**config.mk**
```make
export PLATFORM = sky130hd
export DESIGN_NAME = baud_tick_gen
export DESIGN_NICKNAME = d
export VERILOG_FILES = /design/src/rtl/baud_pkg.sv /design/src/rtl/baud_ctrl.sv /design/src/rtl/baud_dp.sv /design/src/rtl/baud_tick_gen.sv
export SDC_FILE = /design/constraint.sdc
export NUM_CORES = 1
export LEC_CHECK = 0
export BUFFER_PORTS_ARGS = -buffer_cell sky130_fd_sc_hd__buf_4
export CAP_MARGIN = 10
export CORE_MARGIN = 4
export CORE_UTILIZATION = 53
export CTS_CLUSTER_DIAMETER = 30
export CTS_CLUSTER_SIZE = 20
export DETAILED_ROUTE_END_ITERATION = 8
export HOLD_SLACK_MARGIN = 0.08
export PLACE_DENSITY = 0.82
export SLEW_MARGIN = 25
export SYNTH_ARGS = -nofsm -noshare
export SYNTH_HDL_FRONTEND = slang
export SYNTH_SLANG_ARGS = --single-unit
```
**constraint.sdc**
```tcl
create_clock -name clk -period 6.4 [get_ports clk]
set_input_delay 0.96 -clock clk [delete_from_list [all_inputs] [get_ports clk]]
set_output_delay 0.96 -clock clk [all_outputs]
set_load 0.1 [all_outputs]
```
**src/rtl/baud_pkg.sv**
```systemverilog
package baud_pkg;
  // Strobes from the control half to the counting datapath
  typedef struct packed {
    logic reload;  // restart both counters from the supplied reload value
    logic run;     // divisor currently loaded is nonzero
  } baud_strobe_t;
endpackage

```
**src/rtl/baud_ctrl.sv**
```systemverilog
module baud_ctrl
  import baud_pkg::*;
#(
  parameter int BYTE_W     = 8,
  parameter int REF_MULT   = 4,
  parameter bit HS_SUPPORT = 1'b1,
  parameter int CNT_W      = 18
) (
  input  logic              clk,
  input  logic              rstN,
  input  logic              dllWe,
  input  logic              dlmWe,
  input  logic [BYTE_W-1:0] wrData,
  input  logic              rdSelHi,
  output logic [BYTE_W-1:0] rdData,
  input  logic              hsEn,
  input  logic              phaseClr,
  output baud_strobe_t      strobe,
  output logic [CNT_W-1:0]  periodM1
);
  localparam int DIV_W = 2 * BYTE_W;
  localparam logic [DIV_W-1:0] HS_CODE_4X = {1'b1, {(DIV_W-3){1'b0}}, 2'b01};
  localparam logic [DIV_W-1:0] HS_CODE_2X = {1'b1, {(DIV_W-3){1'b0}}, 2'b10};

  logic [BYTE_W-1:0] lowQ, highQ;
  logic              hsPrev;
  logic [DIV_W-1:0]  curDiv, nextDiv;
  logic [CNT_W-1:0]  plainM1;

  always_ff @(posedge clk) begin
    if (!rstN) begin
      lowQ   <= '0;
      highQ  <= '0;
      hsPrev <= 1'b0;
    end else begin
      if (dllWe) lowQ  <= wrData;
      if (dlmWe) highQ <= wrData;
      hsPrev <= hsEn;
    end
  end

  assign curDiv  = {highQ, lowQ};
  // divisor as it will stand after this edge
  assign nextDiv = {dlmWe ? wrData : highQ, dllWe ? wrData : lowQ};
  assign rdData  = rdSelHi ? highQ : lowQ;

  always_comb begin
    if (nextDiv == '0) plainM1 = '0;
    else               plainM1 = CNT_W'(nextDiv) * CNT_W'(REF_MULT) - CNT_W'(1);
  end

  generate
    if (HS_SUPPORT) begin : g_hs
      always_comb begin
        if (hsEn && nextDiv == HS_CODE_4X)      periodM1 = CNT_W'(REF_MULT / 4 - 1);
        else if (hsEn && nextDiv == HS_CODE_2X) periodM1 = CNT_W'(REF_MULT / 2 - 1);
        else                                    periodM1 = plainM1;
      end
    end else begin : g_plain
      assign periodM1 = plainM1;
    end
  endgenerate

  always_comb begin
    strobe.reload = dllWe | dlmWe | phaseClr | (hsEn != hsPrev);
    strobe.run    = (curDiv != '0);
  end

  // a byte just written to the low latch is visible on the read path
  p_readback_r10: assert property (@(posedge clk) disable iff (!rstN)
    ($past(dllWe) && !dlmWe && !dllWe && !rdSelHi) |-> (rdData == $past(wrData)));
endmodule

```
**src/rtl/baud_dp.sv**
```systemverilog
module baud_dp
  import baud_pkg::*;
#(
  parameter int CNT_W      = 18,
  parameter int OVERSAMPLE = 16
) (
  input  logic             clk,
  input  logic             rstN,
  input  baud_strobe_t     strobe,
  input  logic [CNT_W-1:0] periodM1,
  output logic             tick16,
  output logic             tick1
);
  localparam int PH_W = $clog2(OVERSAMPLE);
  localparam logic [PH_W-1:0] PH_LAST = PH_W'(OVERSAMPLE - 1);

  logic [CNT_W-1:0] cnt;
  logic [PH_W-1:0]  phase;

  assign tick16 = strobe.run && (cnt == '0);
  assign tick1  = tick16 && (phase == PH_LAST);

  always_ff @(posedge clk) begin
    if (!rstN) begin
      cnt   <= '0;
      phase <= '0;
    end else if (strobe.reload) begin
      cnt   <= periodM1;
      phase <= '0;
    end else if (strobe.run) begin
      if (cnt == '0) begin
        cnt   <= periodM1;
        phase <= (phase == PH_LAST) ? '0 : phase + PH_W'(1);
      end else begin
        cnt <= cnt - CNT_W'(1);
      end
    end
  end

  // between ticks the counter steps down by one each cycle
  p_count_down_r2: assert property (@(posedge clk) disable iff (!rstN)
    (strobe.run && !strobe.reload && cnt != '0) |=> (cnt == $past(cnt) - CNT_W'(1)));
  // after a reload with a period above one cycle, no tick in the next cycle
  p_reload_gap_r7: assert property (@(posedge clk) disable iff (!rstN)
    (strobe.reload && periodM1 != '0) |=> !tick16);
  // bit ticks never come back to back
  p_bit_spacing_r8: assert property (@(posedge clk) disable iff (!rstN)
    tick1 |=> !tick1);
endmodule

```
**src/rtl/baud_tick_gen.sv**
```systemverilog
module baud_tick_gen
  import baud_pkg::*;
#(
  parameter int BYTE_W     = 8,
  parameter int REF_MULT   = 4,
  parameter bit HS_SUPPORT = 1'b1,
  parameter int OVERSAMPLE = 16
) (
  input  logic              clk,
  input  logic              rstN,
  input  logic              dllWe,
  input  logic              dlmWe,
  input  logic [BYTE_W-1:0] wrData,
  input  logic              rdSelHi,
  output logic [BYTE_W-1:0] rdData,
  input  logic              hsEn,
  input  logic              phaseClr,
  output logic              tick16,
  output logic              tick1
);
  localparam int CNT_W = 2 * BYTE_W + $clog2(REF_MULT);

  baud_strobe_t     strobe;
  logic [CNT_W-1:0] periodM1;

  baud_ctrl #(.BYTE_W(BYTE_W), .REF_MULT(REF_MULT), .HS_SUPPORT(HS_SUPPORT), .CNT_W(CNT_W)) u_ctrl (
    .clk(clk), .rstN(rstN), .dllWe(dllWe), .dlmWe(dlmWe), .wrData(wrData),
    .rdSelHi(rdSelHi), .rdData(rdData), .hsEn(hsEn), .phaseClr(phaseClr),
    .strobe(strobe), .periodM1(periodM1)
  );

  baud_dp #(.CNT_W(CNT_W), .OVERSAMPLE(OVERSAMPLE)) u_dp (
    .clk(clk), .rstN(rstN), .strobe(strobe), .periodM1(periodM1),
    .tick16(tick16), .tick1(tick1)
  );

  // with the fastest code settled and high-speed on, every cycle ticks
  p_hs_fast_r4: assert property (@(posedge clk) disable iff (!rstN)
    (HS_SUPPORT && hsEn && $past(hsEn) && !$past(dllWe) && !$past(dlmWe) && !$past(phaseClr)
     && {u_ctrl.highQ, u_ctrl.lowQ} == {1'b1, {(2*BYTE_W-3){1'b0}}, 2'b01}
     && $past({u_ctrl.highQ, u_ctrl.lowQ}) == {1'b1, {(2*BYTE_W-3){1'b0}}, 2'b01})
    |-> tick16);
  // a zero divisor that stays loaded keeps both outputs quiet
  p_zero_halt_r6: assert property (@(posedge clk) disable iff (!rstN)
    ({u_ctrl.highQ, u_ctrl.lowQ} == '0) |-> (!tick16 && !tick1));
endmodule

```
==> results of run 1 <==
-- worst min path at each step --
| stage | slack, ns | endpoint | start | cells past startpoint |
|---|---|---|---|---|
| floorplan | 0.46 | u_dp.cnt[17] | u_dp.cnt[17] | 2 |
| global placement | 0.48 | u_dp.cnt[17] | u_dp.cnt[17] | 2 |
| detailed placement | 0.50 | u_dp.phase[3] | u_dp.phase[3] | 1 |
| CTS | 0.52 | u_dp.cnt[17] | u_dp.cnt[17] | 2 |
| global route | 0.55 | u_dp.phase[3] | u_dp.phase[3] | 1 |
| finish | 0.52 | u_dp.phase[3] | u_dp.phase[3] | 1 |
-- power breakdown --
part | internal (W) | total, W | switching [W]
sequential | 0.000260 | 0.000284 | 0.0000243
combinational | 0.0000637 | 0.000172 | 0.000108
clock | 0.0000746 | 0.000163 | 0.0000885
-- logic make-up after synthesis --
| family | after synthesis | synth area share [%] |
|---|---|---|
| adders and majority gates | 6 | 2.71 |
| xor gates and xnor gates | 24 | 7.60 |
| and+or+nand+nor | 141 | 27.1 |
| buffers and inverters | 29 | 4.62 |
| DFF | 39 | 28.2 |
| AOI/OAI and AO/OA | 83 | 20.8 |
| muxes | 24 | 9.00 |
-- layout by cell type (no fill, tap or decap), types with 4 or more instances in the layout --
cell / netlist / routed
sky130_fd_sc_hd__a211oi_1: 7 / 7
sky130_fd_sc_hd__a21oi_1: 18 / 18
sky130_fd_sc_hd__a31oi_1: 4 / 4
sky130_fd_sc_hd__buf_4: 0 / 24
sky130_fd_sc_hd__clkbuf_8: 0 / 5
sky130_fd_sc_hd__dfxtp_1: 39 / 39
sky130_fd_sc_hd__ha_1: 6 / 6
sky130_fd_sc_hd__inv_1: 8 / 8
sky130_fd_sc_hd__mux2_2: 7 / 7
sky130_fd_sc_hd__mux2i_1: 17 / 17
sky130_fd_sc_hd__nand2_1: 32 / 32
sky130_fd_sc_hd__nand3_1: 7 / 7
sky130_fd_sc_hd__nor2_1: 39 / 39
sky130_fd_sc_hd__nor3_1: 18 / 18
sky130_fd_sc_hd__nor4_1: 8 / 8
sky130_fd_sc_hd__o21ai_0: 19 / 19
sky130_fd_sc_hd__or3_1: 5 / 5
sky130_fd_sc_hd__or4_1: 4 / 4
sky130_fd_sc_hd__xnor2_1: 14 / 14
sky130_fd_sc_hd__xor2_1: 10 / 10
-- through the flow --
step / std cells / setup slack, ns / hold WS, ns / cell area, µm² / util [%]
after floorplan: 346 / 1.78 / 0.458 / 2770 / -
after global placement: 420 / 2.82 / 0.479 / 2940 / 57.9
after detailed placement: 420 / 2.68 / 0.499 / 2940 / 57.9
after CTS: 428 / 2.64 / 0.517 / 3020 / 59.6
after global routing: 428 / 2.42 / 0.552 / 3020 / 59.6
final: 428 / 2.65 / 0.523 / 3020 / 59.6
-- layer usage --
metal	GRT usage, %	vias up	share of wire, %
met4	10.6	0	3.8
met3	4.60	30	7.1
met2	38.9	149	46
li1	-	1306	-
met1	32.0	1281	43
met5	0	-	0
-- state kept, by name (all words and copies together), names as in the netlist --
| signal | count |
|---|---|
| u_ctrl.lowQ | 8 |
| u_dp.cnt | 18 |
| u_ctrl.highQ | 8 |
| u_dp.phase | 4 |
| u_ctrl.hsPrev | 1 |
-- layout make-up --
class	instances	area, µm²	share of cell area [%]
Sequential cell	39	781	25.8
Clock buffer	5	68.8	2.28
Multi-Input combinational cell	278	1860	61.4
Timing Repair Buffer	24	180	5.96
Inverter	9	33.8	1.12
Tap cell	70	87.6	2.90
Clock inverter	3	15.0	0.497
==> impl_metrics.ini, run 1 <==
[run_status]
status = finished clean

[setup_path]
critPathMaxStageDelay_ns = 0.60
critical_path.startpoint_type = register
worst_r2r_path_depth = 6
critPathCaptureType = primary output
timing.critical_path.max_delay_family = simple AND/OR/NAND/NOR gates
critical_path_peak_fanout = 7
required_worst_endpoint_ns = 5.44
critical_path_class = register to primary output
crit_path_cell_trace = nor4_2, nand4b_1, a211oi_2, and4_1, buf_4
cpMaxStageDelayCell = sky130_fd_sc_hd__a211oi_2
critical_path_cell_count = 5
crit_path_end = tick1
critical_path.reg2reg.endpoint = u_dp.cnt[6]
worst-path-buf-inv = 1
rrSetupSlack_ns = 3.35
crit_start = u_dp.cnt[2]
worst_ep_arrival_time_ns = 2.79
critical_path.reg2reg.startpoint = u_dp.cnt[2]

[yosys]
yosys_synthesis_warning_count = 0
synth_top_area_share_pct = 28.2
synth_enable_flop_cells = 0
synth-seq-area-share_pct = 28.2
synthArstFlopShare_pct = 0
syn_nets = 367
syn_avg_cell_area_um2 = 7.99
synth_top_cells_by_count = sky130_fd_sc_hd__dfxtp_1, sky130_fd_sc_hd__nor2_1, sky130_fd_sc_hd__nand2_1
post_synth_instance_area_um2 = 2770
synthCells = 346
synth_top_cells_by_area = sky130_fd_sc_hd__dfxtp_1, sky130_fd_sc_hd__mux2i_1, sky130_fd_sc_hd__nor2_1, sky130_fd_sc_hd__xnor2_1, sky130_fd_sc_hd__nand2_1
synth_area_leader_cell = sky130_fd_sc_hd__dfxtp_1
post_synth_num_cell_types = 66
yosys_most_used_dff = sky130_fd_sc_hd__dfxtp_1
synth_seq_cells = 39

[clock_tree]
insertion_delay_ns = 0.30
clock_pin_slew_on_the_worst_setup_and_hold_paths_ns = 0.08
maximum_buffer_depth_of_the_clock_tree = 2
post_cts_hold_buffer_count = 0
number_of_buffers_added_by_the_clock_tree_synthesis_step = 5
post_cts_buffers = 0
cts_num_sinks = 39
clock_tree.root_cell = sky130_fd_sc_hd__clkbuf_8
htree_num_levels = 2
tritoncts_clock_tree = yes
cts_resized = 0

[floorplanning]
initial_utilization_pct = 54.5
die_width_um = 80.2
core_area_um2 = 5070
fp.dieArea_um2 = 6440
ios = 25
cell_rows = 26
dieHeight_um = 80.2

[global_route]
grt_pass1_vias = 2551
globalRouteOverflowTotal = 0
grt_pass1_wl_um = 12500
grt_antenna_before_repair = 0
grtUsageTotal_pct = 24.4
grt_max_degree = 28

[timing]
finalSetupTns_ns = 0
finalWorstPathRequiredPeriod_ns = 3.75
min_period_over_period_pct = 58.6
slew_violations = 0
skew_ns = 0.00395
grt_setup_unrepaired = false
max_slew.worst_pin.slew_ns = 1.05
final-setup-viol-count = 0
timing_hold_violations_final = 0
fmaxAchievable_mhz = 267
max_slew_margin_pct = 29.8

[power]
cellLeakagePower_nw = 1.18
power_density_nw_per_um2 = 205
vdd_drop_max_uv = 89.0
fin_total_pwr_w = 0.000619

[routing]
drtAntennaViolNets = 0
route.detailed.vias_per_inst = 6.46
routed_wirelength_um = 7440
route.detailed.drc = 0
detail_route.wl_per_cell_um = 17.4
detail_route.iter0.violations = 312
detailroute.via_count = 2766
detail_route.first_pass.iterations = 5

[layout]
area_growth_syn_to_layout_pct = 9.32
final.fill_count = 477
design.final.nets = 378
final_layout_size_suffix_gt1_share_pct = 14.0
antenna-diode-count = 0

[worst_hold_path]
hold_crit_path_type = register to register

[placement]
place.detailed.hpwl_um = 5400
numPortBuffers = 24
routabilityCongestion = 0.912

[job]
max-cap-violations = 0
(Power assumes the default switching activity.)
==> run 2: changes to the inputs <==
- clock period: 6.4 -> 3.7 ns (I/O delays scaled with it)
==> impl_metrics.ini, run 2 (synthesis gave the netlist of run 1 again) <==
[power]
p_sw_w = 0.000390
cellLeakagePower_nw = 1.23
power_density_nw_per_um2 = 376
switching_power_as_a_share_of_total_power_pct = 33.3
fin_total_pwr_w = 0.00117
vdd_drop_max_uv = 242
combinationalPowerShare_pct = 26.0
share_seq_of_total_power_pct = 41.7
cell_internal_pwr_w = 0.000782
pwr-share-clk_pct = 32.2

[clock_tree]
clock_pin_slew_on_the_worst_setup_and_hold_paths_ns = 0.08
post_cts_buffers = 0
cts_num_sinks = 39
cts_resized = 0
insertion_delay_ns = 0.31
maximum_buffer_depth_of_the_clock_tree = 2
htree_num_levels = 2
tritoncts_clock_tree = yes
number_of_buffers_added_by_the_clock_tree_synthesis_step = 5
clock_tree.root_cell = sky130_fd_sc_hd__clkbuf_8
post_cts_hold_buffer_count = 0

[floorplanning]
core_area_um2 = 5070
initial_utilization_pct = 54.5
die_width_um = 80.2
dieHeight_um = 80.2
ios = 25
fp.dieArea_um2 = 6440
cell_rows = 26

[setup_path]
critical_path_class = register to primary output
required_worst_endpoint_ns = 3.14
rrSetupSlack_ns = 0.98
critPathCaptureType = primary output
crit_start = u_dp.cnt[7]
critical_path.reg2reg.startpoint = u_dp.cnt[7]
worst_r2r_path_depth = 6
critical_path.startpoint_type = register
critical_path_peak_fanout = 7
worst_ep_arrival_time_ns = 2.63
critical_path.reg2reg.endpoint = u_dp.cnt[8]

[global_route]
grt_pass1_vias = 2665
groute.layer.met2.usage_pct = 40.2
grt_antenna_before_repair = 0
globalRouteOverflowTotal = 0
grtUsageTotal_pct = 24.6
grt_pass1_wl_um = 12600
grt_max_degree = 28
use_met1_pct = 31.7
globalRouteMet3Util_pct = 6.28
grt_busiest_layer = met2

[layout]
top_reg_by_flops = u_dp.cnt
commonest_non_fill_non_tap_cells_in_the_layout = sky130_fd_sc_hd__nor2_1, sky130_fd_sc_hd__dfxtp_1, sky130_fd_sc_hd__nand2_1, sky130_fd_sc_hd__buf_4, sky130_fd_sc_hd__o21ai_0
final_layout_size_suffix_gt1_share_pct = 15.6
top_regs = u_dp.cnt (18), u_ctrl.highQ (8), u_ctrl.lowQ (8)
largest_register_ffs = 18
final.fill_count = 468
design.final.nets = 385
antenna-diode-count = 0
area_growth_syn_to_layout_pct = 12.7

[timing]
final-setup-viol-count = 0
timing_hold_violations_final = 0
max_slew.worst_pin.slew_ns = 0.776
min_period_over_period_pct = 86.0
max_slew_margin_pct = 47.9
grt_setup_unrepaired = false
skew_ns = 0.0110
fmaxAchievable_mhz = 314
setup_ws_ns = 0.518
finalWorstPathRequiredPeriod_ns = 3.18
slew_violations = 0
finalSetupTns_ns = 0

[worst_hold_path]
timing.hold.worst_path_depth = 2
hold_crit_path_type = input port to register
min-delay-start = hsEn
min_delay_worst_endpoint = u_ctrl.hsPrev

[routing]
route.detailed.drc = 0
detailroute.via_count = 2716
route.detailed.vias_per_inst = 6.24
detail_route.wl_per_cell_um = 16.9
drtAntennaViolNets = 0
detail_route.iter0.violations = 263
routed_wirelength_um = 7370
detail_route.first_pass.iterations = 4

[placement]
detailedPlace.worstSlack_ns = 0.465
numPortBuffers = 24
place.detailed.hpwl_um = 5260
routabilityCongestion = 0.929

[run_status]
status = finished clean

[job]
max-cap-violations = 0
-- run 2: cell types whose count changed in the layout (fill, tap and decap cells not counted), sizes merged --
| cell | change |
|---|---|
| buf | +7 |
| bufinv | +1 |
| clkbuf | +1 |
| clkinv | -2 |
-- run 2: worst max path at each step --
| stage | endpoint | slack, ns | cells past startpoint |
|---|---|---|---|
| final | tick1 | 0.52 | 5 |
| after global routing | tick1 | 0.39 | 5 |
| after CTS | tick1 | 0.55 | 5 |
| after floorplan | tick1 | 0.03 | 4 |
| after detailed placement | u_dp.cnt[2] | 0.47 | 9 |
| after global placement | u_dp.cnt[2] | 0.59 | 9 |
-- run 2: area by class of cell --
type                       instances  area [µm²]  share of cell area, %
inverter                           9        33.8                   1.08
clock inverter                     2        35.0                   1.12
tap                               70        87.6                   2.81
clock buffer                       6        82.6                   2.65
sequential                        39         781                   25.1
timing repair buffer              31         233                   7.47
multi-input combinational        278        1860                   59.8
-- run 2: critical path, stage by stage (launching register included) --
cell	delay, ns
sky130_fd_sc_hd__dfxtp_1	0.37
sky130_fd_sc_hd__nor4_1	0.56
sky130_fd_sc_hd__nand4b_1	0.41
sky130_fd_sc_hd__a211oi_4	0.44
sky130_fd_sc_hd__and4_1	0.24
sky130_fd_sc_hd__buf_4	0.28
-- run 2: layer usage --
metal  share of wire (%)  wire length (µm)
met1                  43              3180
met2                  48              3530
met3                 7.9               585
met4                 1.0                76
met5                   0                 0
-- run 2: power by group through the flow --
stage | logic [W] | clock network, W | registers [W]
4_1_cts | 0.000302 | 0.000380 | 0.000487
3_3_place_gp | 0.000296 | 0 | 0.000496
6_report | 0.000305 | 0.000378 | 0.000489
5_1_grt | 0.000333 | 0.000399 | 0.000493
3_5_place_dp | 0.000300 | 0 | 0.000497
2_1_floorplan | 0.000235 | 0 | 0.000483
-- run 2: through the flow --
stage / area, µm² / util (%) / hold WS, ns / std cells
after floorplan: 2770 / - / 0.458 / 346
after global placement: 3000 / 59.1 / 0.469 / 427
after detailed placement: 3000 / 59.1 / 0.493 / 427
after CTS: 3120 / 61.4 / 0.498 / 435
after global routing: 3120 / 61.4 / 0.503 / 435
final: 3120 / 61.4 / 0.500 / 435
